===== config.mk =====
export PLATFORM = sky130hd
export DESIGN_NAME = sdram_cmd_tracker
export DESIGN_NICKNAME = d
export VERILOG_FILES = /design/src/rtl/sdram_cmd_pkg.sv /design/src/rtl/sdram_cmd_decode.sv /design/src/rtl/sdram_bank_slot.sv /design/src/rtl/sdram_cmd_tracker.sv
export SDC_FILE = /design/constraint.sdc
export NUM_CORES = 1
export LEC_CHECK = 0
export BUFFER_PORTS_ARGS = -buffer_cell sky130_fd_sc_hd__buf_4
export CAP_MARGIN = 20
export CORE_MARGIN = 4
export CORE_UTILIZATION = 49
export DETAILED_ROUTE_END_ITERATION = 6
export GPL_ROUTABILITY_DRIVEN = 1
export GPL_TIMING_DRIVEN = 0
export HOLD_SLACK_MARGIN = 0.05
export PLACE_DENSITY = 0.77
export RECOVER_POWER = 100
export SYNTH_ARGS = -nofsm -noshare
export SYNTH_HDL_FRONTEND = slang
export SYNTH_HIERARCHICAL = 1
export SYNTH_SLANG_ARGS = --single-unit

===== constraint.sdc =====
create_clock -name clk -period 2.4 [get_ports clk]
set_input_delay 0.48 -clock clk [delete_from_list [all_inputs] [get_ports clk]]
set_output_delay 0.48 -clock clk [all_outputs]
set_load 0.005 [all_outputs]

===== src/rtl/sdram_cmd_pkg.sv =====
// Shared types for the SDRAM command tracker.
// Assumes a four-way command set selected by the active-low strobes.
package sdram_cmd_pkg;

    typedef enum logic [1:0] {
        CMD_ACT = 2'd0,
        CMD_PRE = 2'd1,
        CMD_RD  = 2'd2,
        CMD_WR  = 2'd3
    } cmd_kind_t;

    typedef struct packed {
        logic      hit;
        cmd_kind_t kind;
    } dec_t;

endpackage


===== src/rtl/sdram_cmd_decode.sv =====
// Combinational truth-table decoder for the active-low command strobes.
// Assumes the inputs are the values sampled at the current edge; any code
// outside the four tracked commands yields hit=0.
module sdram_cmd_decode
    import sdram_cmd_pkg::*;
(
    input  logic cs_n,
    input  logic ras_n,
    input  logic cas_n,
    input  logic we_n,
    output dec_t dec
);

    // Map the strobe pattern onto a command kind.
    always_comb begin
        dec.hit  = 1'b0;
        dec.kind = CMD_ACT;
        if (!cs_n) begin
            unique case ({ras_n, cas_n, we_n})
                3'b011: begin dec.hit = 1'b1; dec.kind = CMD_ACT; end
                3'b010: begin dec.hit = 1'b1; dec.kind = CMD_PRE; end
                3'b101: begin dec.hit = 1'b1; dec.kind = CMD_RD;  end
                3'b100: begin dec.hit = 1'b1; dec.kind = CMD_WR;  end
                default: begin dec.hit = 1'b0; dec.kind = CMD_ACT; end
            endcase
        end
    end

endmodule


===== src/rtl/sdram_bank_slot.sv =====
// State of one bank: idle/open flag and the stored row.
// Assumes open_req and close_req arrive already gated by clock enable
// and legality, and are never both high in the same cycle.
module sdram_bank_slot #(
    parameter int ROW_W = 12
) (
    input  logic             clk,
    input  logic             rst_n,
    input  logic             open_req,
    input  logic [ROW_W-1:0] row_in,
    input  logic             close_req,
    output logic             is_open,
    output logic [ROW_W-1:0] row_q
);

    // Open or close the bank and capture the row on open.
    always_ff @(posedge clk) begin
        if (!rst_n) begin
            is_open <= 1'b0;
            row_q   <= '0;
        end else if (open_req) begin
            is_open <= 1'b1;
            row_q   <= row_in;
        end else if (close_req) begin
            is_open <= 1'b0;
        end
    end

endmodule


===== src/rtl/sdram_cmd_tracker.sv =====
// Device-side SDRAM command decoder with per-bank open-row tracking.
// Decodes the strobes, checks each access against the bank state, registers
// the decoded command and schedules auto-close one edge after acceptance.
// Assumes one command per edge; a cke sampled low freezes all later edges
// until cke has been sampled high again.
module sdram_cmd_tracker
    import sdram_cmd_pkg::*;
#(
    parameter int NUM_BANKS = 4,
    parameter int ROW_W     = 12,
    parameter int COL_W     = 9,
    parameter int AP_BIT    = 10,
    parameter int MASK_W    = 2
) (
    input  logic                       clk,
    input  logic                       rst_n,
    input  logic                       cke,
    input  logic                       cs_n,
    input  logic                       ras_n,
    input  logic                       cas_n,
    input  logic                       we_n,
    input  logic [$clog2(NUM_BANKS)-1:0] ba,
    input  logic [ROW_W-1:0]           addr,
    input  logic [MASK_W-1:0]          dm,
    output logic                       cmd_valid,
    output logic [1:0]                 cmd_kind,
    output logic [$clog2(NUM_BANKS)-1:0] cmd_bank,
    output logic [ROW_W-1:0]           cmd_addr,
    output logic                       cmd_autopre,
    output logic [MASK_W-1:0]          cmd_mask,
    output logic                       access_err,
    output logic [NUM_BANKS-1:0]       bank_open,
    output logic [NUM_BANKS*ROW_W-1:0] open_row
);

    localparam int BANK_W = $clog2(NUM_BANKS);
    localparam int PAD_W  = ROW_W - COL_W;

    dec_t              dec;
    logic              run_en;
    logic              sel_open;
    logic              legal;
    logic              accept;
    logic              refuse;
    logic              ap_pend;
    logic [BANK_W-1:0] ap_bank;
    logic [NUM_BANKS-1:0] open_req;
    logic [NUM_BANKS-1:0] close_req;

    sdram_cmd_decode u_decode (
        .cs_n  (cs_n),
        .ras_n (ras_n),
        .cas_n (cas_n),
        .we_n  (we_n),
        .dec   (dec)
    );

    // Remember the sampled clock enable; it gates the next edge.
    always_ff @(posedge clk) begin
        if (!rst_n) run_en <= 1'b1;
        else        run_en <= cke;
    end

    // Legality of the decoded command against the addressed bank.
    always_comb begin
        sel_open = bank_open[ba];
        unique case (dec.kind)
            CMD_ACT: legal = !sel_open;
            CMD_PRE: legal = 1'b1;
            default: legal = sel_open;
        endcase
        accept = dec.hit && legal;
        refuse = dec.hit && !legal;
    end

    // Per-bank open/close requests, one slot per bank.
    generate
        for (genvar gi = 0; gi < NUM_BANKS; gi++) begin : g_bank
            always_comb begin
                open_req[gi]  = run_en && accept && (dec.kind == CMD_ACT)
                                && (ba == BANK_W'(gi));
                close_req[gi] = run_en && ((accept && (dec.kind == CMD_PRE)
                                && (ba == BANK_W'(gi)))
                                || (ap_pend && (ap_bank == BANK_W'(gi))));
            end

            sdram_bank_slot #(.ROW_W(ROW_W)) u_slot (
                .clk       (clk),
                .rst_n     (rst_n),
                .open_req  (open_req[gi]),
                .row_in    (addr),
                .close_req (close_req[gi]),
                .is_open   (bank_open[gi]),
                .row_q     (open_row[gi*ROW_W +: ROW_W])
            );
        end
    endgenerate

    // Register the decoded command and schedule auto-close.
    always_ff @(posedge clk) begin
        if (!rst_n) begin
            cmd_valid   <= 1'b0;
            access_err  <= 1'b0;
            cmd_kind    <= 2'd0;
            cmd_bank    <= '0;
            cmd_addr    <= '0;
            cmd_autopre <= 1'b0;
            cmd_mask    <= '0;
            ap_pend     <= 1'b0;
            ap_bank     <= '0;
        end else if (run_en) begin
            cmd_valid  <= accept;
            access_err <= refuse;
            ap_pend    <= accept && dec.kind inside {CMD_RD, CMD_WR}
                          && addr[AP_BIT];
            ap_bank    <= ba;
            if (dec.hit) begin
                cmd_kind <= dec.kind;
                cmd_bank <= ba;
                unique case (dec.kind)
                    CMD_ACT: begin
                        cmd_addr    <= addr;
                        cmd_autopre <= 1'b0;
                        cmd_mask    <= '0;
                    end
                    CMD_PRE: begin
                        cmd_addr    <= '0;
                        cmd_autopre <= 1'b0;
                        cmd_mask    <= '0;
                    end
                    CMD_RD: begin
                        cmd_addr    <= {{PAD_W{1'b0}}, addr[COL_W-1:0]};
                        cmd_autopre <= addr[AP_BIT];
                        cmd_mask    <= '0;
                    end
                    default: begin
                        cmd_addr    <= {{PAD_W{1'b0}}, addr[COL_W-1:0]};
                        cmd_autopre <= addr[AP_BIT];
                        cmd_mask    <= dm;
                    end
                endcase
            end
        end
    end

endmodule


==> reports/results.txt, run 1 <==
DRT iter0 DRCs: 108
port bufs: 94
postcts setup bufs: 0
I/O pins: 96
cell with the most instances after synthesis: dfxtp_1
Area Overhead vs Synth: 31.1%
Synth top area share: 48.3%
Seq cells post-synth: 77
CP endpoint kind: register
gr ovfl total: 0
Die Wd: 88.7 um
worst slew pin tran: 921 ps
first-pass GRT wire length: 12900 um
gr usage total: 21.4%
H-tree level count: 3
Yosys warning total: 6
final worst-path cycle share: 88.9%
RD Place Congestion: 0.865
antenna violations before repair: 0
pre-CTS WS: -162 ps
Critical Path AT: 2360 ps
DIE AREA: 7870 um2
total power: 2.84 mW
Clk pin slew, worst setup/hold paths: 80 ps
Clock Skews: 3.99 ps
Mapped Area: 3190 um2
Final Setup Violations: 0
Cell Count Post-Placement: 468
DRC: 0
VDD IR max: 0.645 mV
min cycle time layout: 2130 ps
Post-DRT Antenna Nets: 0
via count: 2439
Max Fclk: 0.469 GHz
detailed placer's ending HPWL: 5560 um
Post-Layout Inst Area: 4180 um2
CP Data Required Time: 2630 ps
Final nets: 425
ys flop type: dfxtp_1
synth unique cells: 35
CTS tree: yes
drt pass-1 iters: 4
row count: 29
Layout Cells excl Fill: 484
vias in the first global route: 2571
cts bufs inserted: 9
relative slew slack: 38.6%
Finished Core Util: 65.9%
largest net degree at the start of global routing: 25
Syn Nets: 320
RSZ-0062 raised after global routing: no
Fin Hold WS: 330 ps
EDFF count, synth: 0
post-CTS sizing: 0
minimum setup slack in the final design: 267 ps
Seq/Total Area, Yosys: 48.3%
status: completed
R2R setup slack: 440 ps
clk buf depth: 2
min-delay worst type: input port to register
Setup Total Neg Slack: 0 ps
synth top area cells: dfxtp_1 (48%), mux2i_1 (16%), nor2b_1 (14%), a22oi_1 (3.3%), buf_12 (2.5%)
CTS root buf: clkbuf_8
max-slew violations: 0
CP Class: input port to register
antenna fix cells: 0
Post-synth top cells: dfxtp_1 (77), nor2b_1 (70), mux2i_1 (50), nand2_1 (16), a22oi_1 (14)
Synth area leader: dfxtp_1
Lkg Pwr: 1.56 nW
# hold bufs at CTS: 0
final hold viol count: 0
Cells after Synth: 297
CP Launch Type: input port
DR WL/cell: 15.8 um
vias per cell: 5.04
layout cells sized above 1: 27.5%
Worst Path Max Fanout: 10
Async S/R FF share, synth: 0%
Pwr Density: 678 nW/um2
starting density of the core: 50.3%
Die Y: 88.7 um
max_cap viols: 0
Placeable Area: 6350 um2
# clock sinks: 77
Mean Syn Cell Area: 10.7 um2
drt total wl: 7630 um
Clock Latency Late Sink: 340 ps
Placed Area: 3990 um2
==> layout make-up <==
cell class / count / area, um2
plain buffers: 20 / 186
flip-flops and latches: 77 / 1540
inverters: 2 / 7.51
multi-input cells: 198 / 1450
clock inverters: 7 / 138
repair buffers: 94 / 638
clock buffers: 9 / 124
well taps: 77 / 96.3
fillers: 534 / 2170
==> kinds of logic after synthesis <==
family,after synthesis,share of synthesized area [%]
buf+inv,22,6.08
flops,77,48.3
compound gates,31,7.21
xor+xnor,1,0.274
mux,53,16.9
simple gates,113,21.2
==> cell usage in the layout, fill, tap and decap left out, drive strengths merged, types with 3 or more instances in the layout <==
| master | n |
|---|---|
| buf | 29 |
| bufinv | 4 |
| nor2b | 70 |
| and2 | 4 |
| mux2i | 51 |
| nor3 | 7 |
| a21boi | 6 |
| a22oi | 14 |
| clkbuf | 94 |
| dfxtp | 77 |
| nor2 | 4 |
| and3 | 3 |
| o21a | 5 |
| nand2 | 17 |
==> path summary, 6_finish.rpt <==
check	start	endpoint	cells past startpoint
setup / recovery	ras_n	g_bank[1].u_slot/row_q[4]$_SDFFE_PN0P_	11
hold / removal	cke	run_en$_SDFF_PN1_	2
setup reg to reg	run_en$_SDFF_PN1_	g_bank[1].u_slot/row_q[4]$_SDFFE_PN0P_	9
hold reg to reg	access_err$_SDFFE_PN0P_	access_err$_SDFFE_PN0P_	2
==> state kept, by name, indices dropped and copies added, names as in the netlist, 2 cells and up <==
signal / flops
ap_bank: 2
cmd_kind: 2
cmd_bank: 2
cmd_addr: 12
cmd_mask: 2
g_bank.u_slot/row_q: 48
g_bank.u_slot/is_open: 4
==> critical path, cell delays in order <==
cell	delay (ps)
clkbuf_4	120
xnor2_1	140
nor2_1	220
nand2_1	130
nor3_2	290
nand2_1	190
nor3_1	210
buf_6	170
buf_12	150
mux2i_1	200
nor2b_1	70
==> power breakdown <==
part / internal, mW / total (mW) / leakage, nW / switching (mW)
clock network: 0.792 / 1.25 / 0.129 / 0.461
registers: 1.31 / 1.33 / 0.624 / 0.0196
logic: 0.128 / 0.256 / 0.807 / 0.127
total: 2.23 / 2.84 / 1.56 / 0.608
==> per-layer routing <==
| metal | vias to the layer above | global-route usage (%) | share of wire [%] |
|---|---|---|---|
| met5 | - | 0 | 0 |
| met4 | 0 | 9.34 | 2.1 |
| met3 | 14 | 6.42 | 6.7 |
| met1 | 1148 | 27.1 | 44 |
| li1 | 1213 | - | - |
| met2 | 64 | 33.5 | 47 |
(Power assumes the default switching activity.)
==> run 2, diff against run 1 <==
--- a/config.mk
+++ b/config.mk
@@ -5,15 +5,14 @@
 export SDC_FILE = /design/constraint.sdc
 export NUM_CORES = 1
 export LEC_CHECK = 0
-export BUFFER_PORTS_ARGS = -buffer_cell sky130_fd_sc_hd__buf_4
 export CAP_MARGIN = 20
 export CORE_MARGIN = 4
 export CORE_UTILIZATION = 49
 export DETAILED_ROUTE_END_ITERATION = 6
+export DONT_BUFFER_PORTS = 1
 export GPL_ROUTABILITY_DRIVEN = 1
 export GPL_TIMING_DRIVEN = 0
 export HOLD_SLACK_MARGIN = 0.05
-export PLACE_DENSITY = 0.77
 export RECOVER_POWER = 100
 export SYNTH_ARGS = -nofsm -noshare
 export SYNTH_HDL_FRONTEND = slang
==> run 2 against run 1 <==
Net effect: global-route usage fell by 2.6 points; worst hold slack worse by 120 ps; final cell count is 20% lower; first-iteration DRC count down 38%; register-to-register slack lost 120 ps; utilization decreased by 11 points; worst setup slack lost 4.4 ps; largest cell class unchanged; clock skew is 6.5 ps higher; sequential power hardly changed; combinational power down 34%; critical path type unchanged; critical path depth fell by 1; sequential share of layout area increased by 7.5 points.
==> reports/results.txt, run 2 (synthesized netlist as in run 1, its figures left out) <==
Placeable Area: 6350 um2 (unchanged)
CP Data Required Time: 2630 ps (about the same)
vias in the first global route: 2016 (was 2571)
RD Place Congestion: 0.910 (was 0.865)
Lkg Pwr: 1.15 nW (was 1.56 nW)
largest net degree at the start of global routing: 25 (unchanged)
min cycle time layout: 2140 ps (was 2130 ps)
Critical Path AT: 2360 ps (about the same)
layout cells sized above 1: 10.9% (was 27.5%)
RSZ-0062 raised after global routing: no (unchanged)
Pwr Density: 719 nW/um2 (was 678 nW/um2)
DRT iter0 DRCs: 67 (was 108)
antenna fix cells: 0 (unchanged)
Final nets: 331 (was 425)
DIE AREA: 7870 um2 (unchanged)
Max Fclk: 0.468 GHz (was 0.469 GHz)
drt pass-1 iters: 4 (unchanged)
starting density of the core: 50.3% (unchanged)
Die Wd: 88.7 um (unchanged)
status: completed (unchanged)
detailed placer's ending HPWL: 4980 um (was 5560 um)
Post-DRT Antenna Nets: 0 (unchanged)
Clock Latency Late Sink: 340 ps (about the same)
max_cap viols: 0 (unchanged)
Worst Path Max Fanout: 10 (unchanged)
VDD IR max: 0.398 mV (was 0.645 mV)
CTS tree: yes (unchanged)
min-delay worst type: input port to register (unchanged)
max FFs per register: 48 (unchanged)
pre-CTS WS: -81.7 ps (was -162 ps)
postcts setup bufs: 0 (unchanged)
max-slew violations: 0 (unchanged)
CP endpoint kind: register (unchanged)
first-pass GRT wire length: 11000 um (was 12900 um)
relative slew slack: 43.3% (was 38.6%)
CP Cell Sequence: xnor2_1 -> nor2_1 -> nand2_1 -> nor3_1 -> nand2_2 -> nor3b_2 -> buf_6 -> buf_12 -> mux2i_1 -> nor2b_1 (was clkbuf_4 -> xnor2_1 -> nor2_1 -> nand2_1 -> nor3_2 -> nand2_1 -> nor3_1 -> buf_6 -> buf_12 -> mux2i_1 -> nor2b_1)
CP Launch Type: input port (unchanged)
H-tree level count: 3 (unchanged)
top flop regs: g_bank.u_slot/row_q x48, cmd_addr x12, g_bank.u_slot/is_open x4 (unchanged)
DRC: 0 (unchanged)
Worst path max stage delay: 440 ps (was 290 ps)
Largest Register: g_bank.u_slot/row_q (unchanged)
row count: 29 (unchanged)
drt total wl: 7160 um (was 7630 um)
gr ovfl total: 0 (unchanged)
most common cell after layout, fill and taps aside: dfxtp_1 (unchanged)
antenna violations before repair: 0 (unchanged)
final hold viol count: 0 (unchanged)
Final Setup Violations: 0 (unchanged)
Clock Skews: 10.5 ps (was 3.99 ps)
# clock sinks: 77 (unchanged)
Fin Hold WS: 209 ps (was 330 ps)
I/O pins: 96 (unchanged)
worst slew pin tran: 848 ps (was 921 ps)
vias per cell: 5.31 (was 5.04)
CTS root buf: clkbuf_8 (unchanged)
CP Class: input port to register (unchanged)
Die Y: 88.7 um (unchanged)
minimum setup slack in the final design: 263 ps (was 267 ps)
clk buf depth: 2 (unchanged)
post-CTS sizing: 0 (unchanged)
cts bufs inserted: 9 (unchanged)
port bufs: 0 (was 94)
Area Overhead vs Synth: 8.86% (was 31.1%)
# hold bufs at CTS: 0 (unchanged)
DR WL/cell: 18.4 um (was 15.8 um)
final worst-path cycle share: 89.0% (was 88.9%)
Critical-path top delay cell: nor3_1 (was nor3_2)
Clk pin slew, worst setup/hold paths: 80 ps (about the same)
total power: 2.50 mW (was 2.84 mW)
most frequent cells in the layout: dfxtp_1 (77), nor2b_1 (70), mux2i_1 (50), nand2_1 (16), a22oi_1 (14) (was dfxtp_1 (77), nor2b_1 (70), clkbuf_4 (59), mux2i_1 (50), clkbuf_1 (26))
via count: 2064 (was 2439)
gr usage total: 18.7% (was 21.4%)
## run 2: report_power, final
group          internal (mW)  switching [mW]  total, mW
Clock                  0.535           0.459      0.993
Combinational         0.0812          0.0867      0.168
Sequential              1.31          0.0272       1.34
## run 2: through the flow
| step | cells | util [%] | TNS [ps] | instance area [um2] |
|---|---|---|---|---|
| 5_1_grt | 389 | 54.7 | 0 | 3470 |
| 3_3_place_gp | 374 | 51.8 | -1040 | 3290 |
| 3_5_place_dp | 374 | 51.8 | -1230 | 3290 |
| 2_1_floorplan | 297 | - | 0 | 3190 |
| 6_report | 389 | 54.7 | 0 | 3470 |
| 4_1_cts | 389 | 54.9 | 0 | 3490 |
## run 2: cell type report
| type | count | area (um2) |
|---|---|---|
| inverter | 2 | 7.51 |
| sequential | 77 | 1540 |
| clock inverter | 3 | 43.8 |
| fill | 576 | 2880 |
| buffer | 20 | 186 |
| tap | 77 | 96.3 |
| clock buffer | 12 | 155 |
| multi-input combinational | 198 | 1440 |
## run 2: routing by layer
layer | up-vias | track usage (%) | part of all wire (%)
li1 | 1029 | - | -
met1 | 951 | 24.3 | 44
met2 | 77 | 27.7 | 44
met3 | 7 | 7.82 | 11
met4 | 0 | 7.01 | 1.2
met5 | - | 0 | 0
## run 2: final timing paths
check | slack, ps | depth (start not counted) | startpoint | end
max | 260 | 10 | ras_n | g_bank[2].u_slot/row_q[2]$_SDFFE_PN0P_
min | 210 | 1 | rst_n | run_en$_SDFF_PN1_
min reg2reg | 490 | 2 | access_err$_SDFFE_PN0P_ | access_err$_SDFFE_PN0P_
max reg2reg | 320 | 9 | run_en$_SDFF_PN1_ | g_bank[2].u_slot/row_q[2]$_SDFFE_PN0P_
## run 2: worst max-delay path, delay by kind of cell
kind,cells,cell delay (ps)
xor+xnor,1,130
mux,1,180
simple gates,6,1260
buf+inv,2,300
==> run 3, diff against run 2 <==
--- a/config.mk
+++ b/config.mk
@@ -16,5 +16,4 @@
 export RECOVER_POWER = 100
 export SYNTH_ARGS = -nofsm -noshare
 export SYNTH_HDL_FRONTEND = slang
-export SYNTH_HIERARCHICAL = 1
 export SYNTH_SLANG_ARGS = --single-unit
==> run 3 against run 2 <==
Net effect: die area up 1.4%; critical endpoint is now g_bank[0].u_slot.row_q[4]$_SDFFE_PN0P_; worst setup slack better by 180 ps; final cell count up 8.2%; critical path type is now register to register; clock skew down 2.1 ps; critical path depth down 5.
==> reports/results.txt, run 3 <==
status: completed (unchanged)
first-pass GRT wire length: 12700 um (was 11000 um)
Largest Register: g_bank.u_slot.row_q (was g_bank.u_slot/row_q)
DRT iter0 DRCs: 96 (was 67)
most common cell after layout, fill and taps aside: dfxtp_1 (unchanged)
Syn Nets: 351 (was 320)
Critical Path AT: 2220 ps (was 2360 ps)
H-tree level count: 3 (unchanged)
R2R Path Start: run_en$_SDFF_PN1_ (unchanged)
Async S/R FF share, synth: 0% (unchanged)
row count: 29 (unchanged)
vias per cell: 5.73 (was 5.31)
clk buf depth: 2 (unchanged)
CP Launch Type: register (was input port)
Clk pin slew, worst setup/hold paths: 80 ps (about the same)
detailed placer's ending HPWL: 6070 um (was 4980 um)
port bufs: 0 (unchanged)
VDD IR max: 0.367 mV (was 0.398 mV)
Clock Skews: 8.46 ps (was 10.5 ps)
Synth top area share: 47.6% (was 48.3%)
most frequent cells in the layout: dfxtp_1 (77), nand2_1 (62), mux2i_1 (52), a21oi_1 (24), clkbuf_1 (23) (was dfxtp_1 (77), nor2b_1 (70), mux2i_1 (50), nand2_1 (16), a22oi_1 (14))
final worst-path cycle share: 81.6% (was 89.0%)
CP Class: register to register (was input port to register)
max-slew violations: 0 (unchanged)
Clock Power Share: 39.7% (was 39.8%)
Mapped Area: 3240 um2 (was 3190 um2)
WHS Path Cells: 1 (unchanged)
Synth area leader: dfxtp_1 (unchanged)
Setup Total Neg Slack: 0 ps (unchanged)
synth top area cells: dfxtp_1 (48%), mux2i_1 (16%), nand2_1 (7.2%), a21oi_1 (3.7%), buf_6 (2.8%) (was dfxtp_1 (48%), mux2i_1 (16%), nor2b_1 (14%), a22oi_1 (3.3%), buf_12 (2.5%))
RD Place Congestion: 0.775 (was 0.910)
gr ovfl total: 0 (unchanged)
top flop regs: g_bank.u_slot.row_q x48, cmd_addr x12, g_bank.u_slot.is_open x4 (was g_bank.u_slot/row_q x48, cmd_addr x12, g_bank.u_slot/is_open x4)
DR WL met3: 605 um (was 753 um)
Layout Cells excl Fill: 421 (was 389)
CP Data Required Time: 2660 ps (was 2630 ps)
Max Fclk: 0.511 GHz (was 0.468 GHz)
Lkg Pwr: 1.50 nW (was 1.15 nW)
reg2reg path depth: 5 (was 9)
Cell Count Post-Placement: 405 (was 374)
RSZ-0062 raised after global routing: no (unchanged)
cts bufs inserted: 9 (unchanged)
hold path start: cke (was rst_n)
antenna violations before repair: 0 (unchanged)
I/O pins: 96 (unchanged)
# hold bufs at CTS: 0 (unchanged)
Final Setup Violations: 0 (unchanged)
vias in the first global route: 2372 (was 2016)
Endpoint, Worst Hold: run_en$_SDFF_PN1_ (unchanged)
DR WL/cell: 19.9 um (was 18.4 um)
max FFs per register: 48 (unchanged)
via count: 2411 (was 2064)
Pwr Density: 716 nW/um2 (was 719 nW/um2)
largest net degree at the start of global routing: 14 (was 25)
antenna fix cells: 0 (unchanged)
Worst Path Max Fanout: 10 (unchanged)
synth unique cells: 36 (was 35)
worst slew pin tran: 934 ps (was 848 ps)
cell with the most instances after synthesis: dfxtp_1 (unchanged)
final hold viol count: 0 (unchanged)
gr usage total: 21.5% (was 18.7%)
R2R setup slack: 440 ps (was 320 ps)
WL met2: 3940 um (was 3140 um)
Finished Core Util: 53.8% (was 54.7%)
Post-DRT Antenna Nets: 0 (unchanged)
Placeable Area: 6390 um2 (was 6350 um2)
DIE AREA: 7980 um2 (was 7870 um2)
total power: 2.46 mW (was 2.50 mW)
Cells after Synth: 328 (was 297)
Comb pwr share: 6.7% (about the same)
ys flop type: dfxtp_1 (unchanged)
Final nets: 362 (was 331)
P_sw: 0.622 mW (was 0.573 mW)
CTS root buf: clkbuf_8 (unchanged)
Reg-to-Reg End: g_bank[0].u_slot.row_q[4]$_SDFFE_PN0P_ (was g_bank[2].u_slot/row_q[2]$_SDFFE_PN0P_)
Die Y: 89.3 um (was 88.7 um)
CP endpoint kind: register (unchanged)
drt pass-1 iters: 4 (unchanged)
Area Overhead vs Synth: 5.95% (was 8.86%)
Clock Latency Late Sink: 350 ps (was 340 ps)
Top Layer Used: met4 (unchanged)
max_cap viols: 0 (unchanged)
CTS tree: yes (unchanged)
postcts setup bufs: 0 (unchanged)
Die Wd: 89.3 um (was 88.7 um)
drt total wl: 8370 um (was 7160 um)
Yosys warning total: 0 (was 6)
cell-internal power: 1.84 mW (was 1.93 mW)
relative slew slack: 37.7% (was 43.3%)
post-CTS sizing: 0 (unchanged)
Reg power frac: 53.7% (was 53.5%)
# clock sinks: 77 (unchanged)
Post-synth top cells: dfxtp_1 (77), nand2_1 (62), mux2i_1 (52), a21oi_1 (24), o21ai_0 (17) (was dfxtp_1 (77), nor2b_1 (70), mux2i_1 (50), nand2_1 (16), a22oi_1 (14))
switching share of power: 25.3% (was 22.9%)
DRC: 0 (unchanged)
starting density of the core: 50.7% (was 50.3%)
EDFF count, synth: 0 (unchanged)
Seq/Total Area, Yosys: 47.6% (was 48.3%)
WL met1: 3630 um (was 3170 um)
Seq cells post-synth: 77 (unchanged)
Mean Syn Cell Area: 9.88 um2 (was 10.7 um2)
min cycle time layout: 1960 ps (was 2140 ps)
layout cells sized above 1: 8.14% (was 10.9%)
min-delay worst type: input port to register (unchanged)
==> run 3: worst max-delay path by stage <==
| stage | end | from | slack, ps | cells after the start |
|---|---|---|---|---|
| floorplan | cmd_valid$_SDFFE_PN0P_ | we_n | 810 | 5 |
| global placement | cmd_mask[1]$_SDFFE_PN0P_ | we_n | 630 | 5 |
| detailed placement | cmd_addr[2]$_SDFFE_PN0P_ | cas_n | 620 | 5 |
| CTS | cmd_addr[3]$_SDFFE_PN0P_ | run_en$_SDFF_PN1_ | 820 | 4 |
| global route | g_bank[3].u_slot.row_q[3]$_SDFFE_PN0P_ | cas_n | 340 | 6 |
| finish | g_bank[0].u_slot.row_q[4]$_SDFFE_PN0P_ | run_en$_SDFF_PN1_ | 440 | 5 |
==> run 3: power by group through the flow <==
stage               clock [mW]  sequential, mW  combinational, mW
floorplan                    0            1.34              0.129
global placement             0            1.35              0.170
detailed placement           0            1.35              0.172
CTS                      0.993            1.32              0.173
global route              1.05            1.32              0.180
finish                   0.975            1.32              0.164
==> run 3: final cells by class <==
type | count | area [um2]
tap | 77 | 96.3
clock inverter | 5 | 60.1
fill | 622 | 2950
buffer | 31 | 158
multi-input combinational | 219 | 1440
sequential | 77 | 1540
inverter | 1 | 3.75
clock buffer | 11 | 131
==> run 3: metrics by stage <==
step,setup WS (ps),hold WS (ps),area (um2)
floorplan,815,455,3240
global placement,630,470,3340
detailed placement,618,473,3340
CTS,816,217,3530
global route,342,234,3430
finish,441,229,3430
==> run 3: cell families (layout without fill, tap and decap cells) <==
family,count (synthesis),in the layout,share of synthesized area (%)
multiplexers,53,53,16.8
flip-flops,77,77,47.6
buffers and inverters,32,48,6.29
XOR/XNOR,2,2,0.772
AND/OR/NAND/NOR,112,112,19.5
AO/OA/AOI/OAI,52,52,9.07
==> run 3: worst max-delay path, stage by stage (launching register included) <==
cell	delay [ps]
dfxtp_1	380
and4bb_1	220
buf_6	140
nand4_4	120
clkbuf_1	720
mux2i_1	280
==> run 3: metal layers <==
metal	up-vias	track usage [%]
met5	-	0
met4	0	8.93
met3	16	7.19
met2	65	33.6
met1	1154	27.1
li1	1176	-
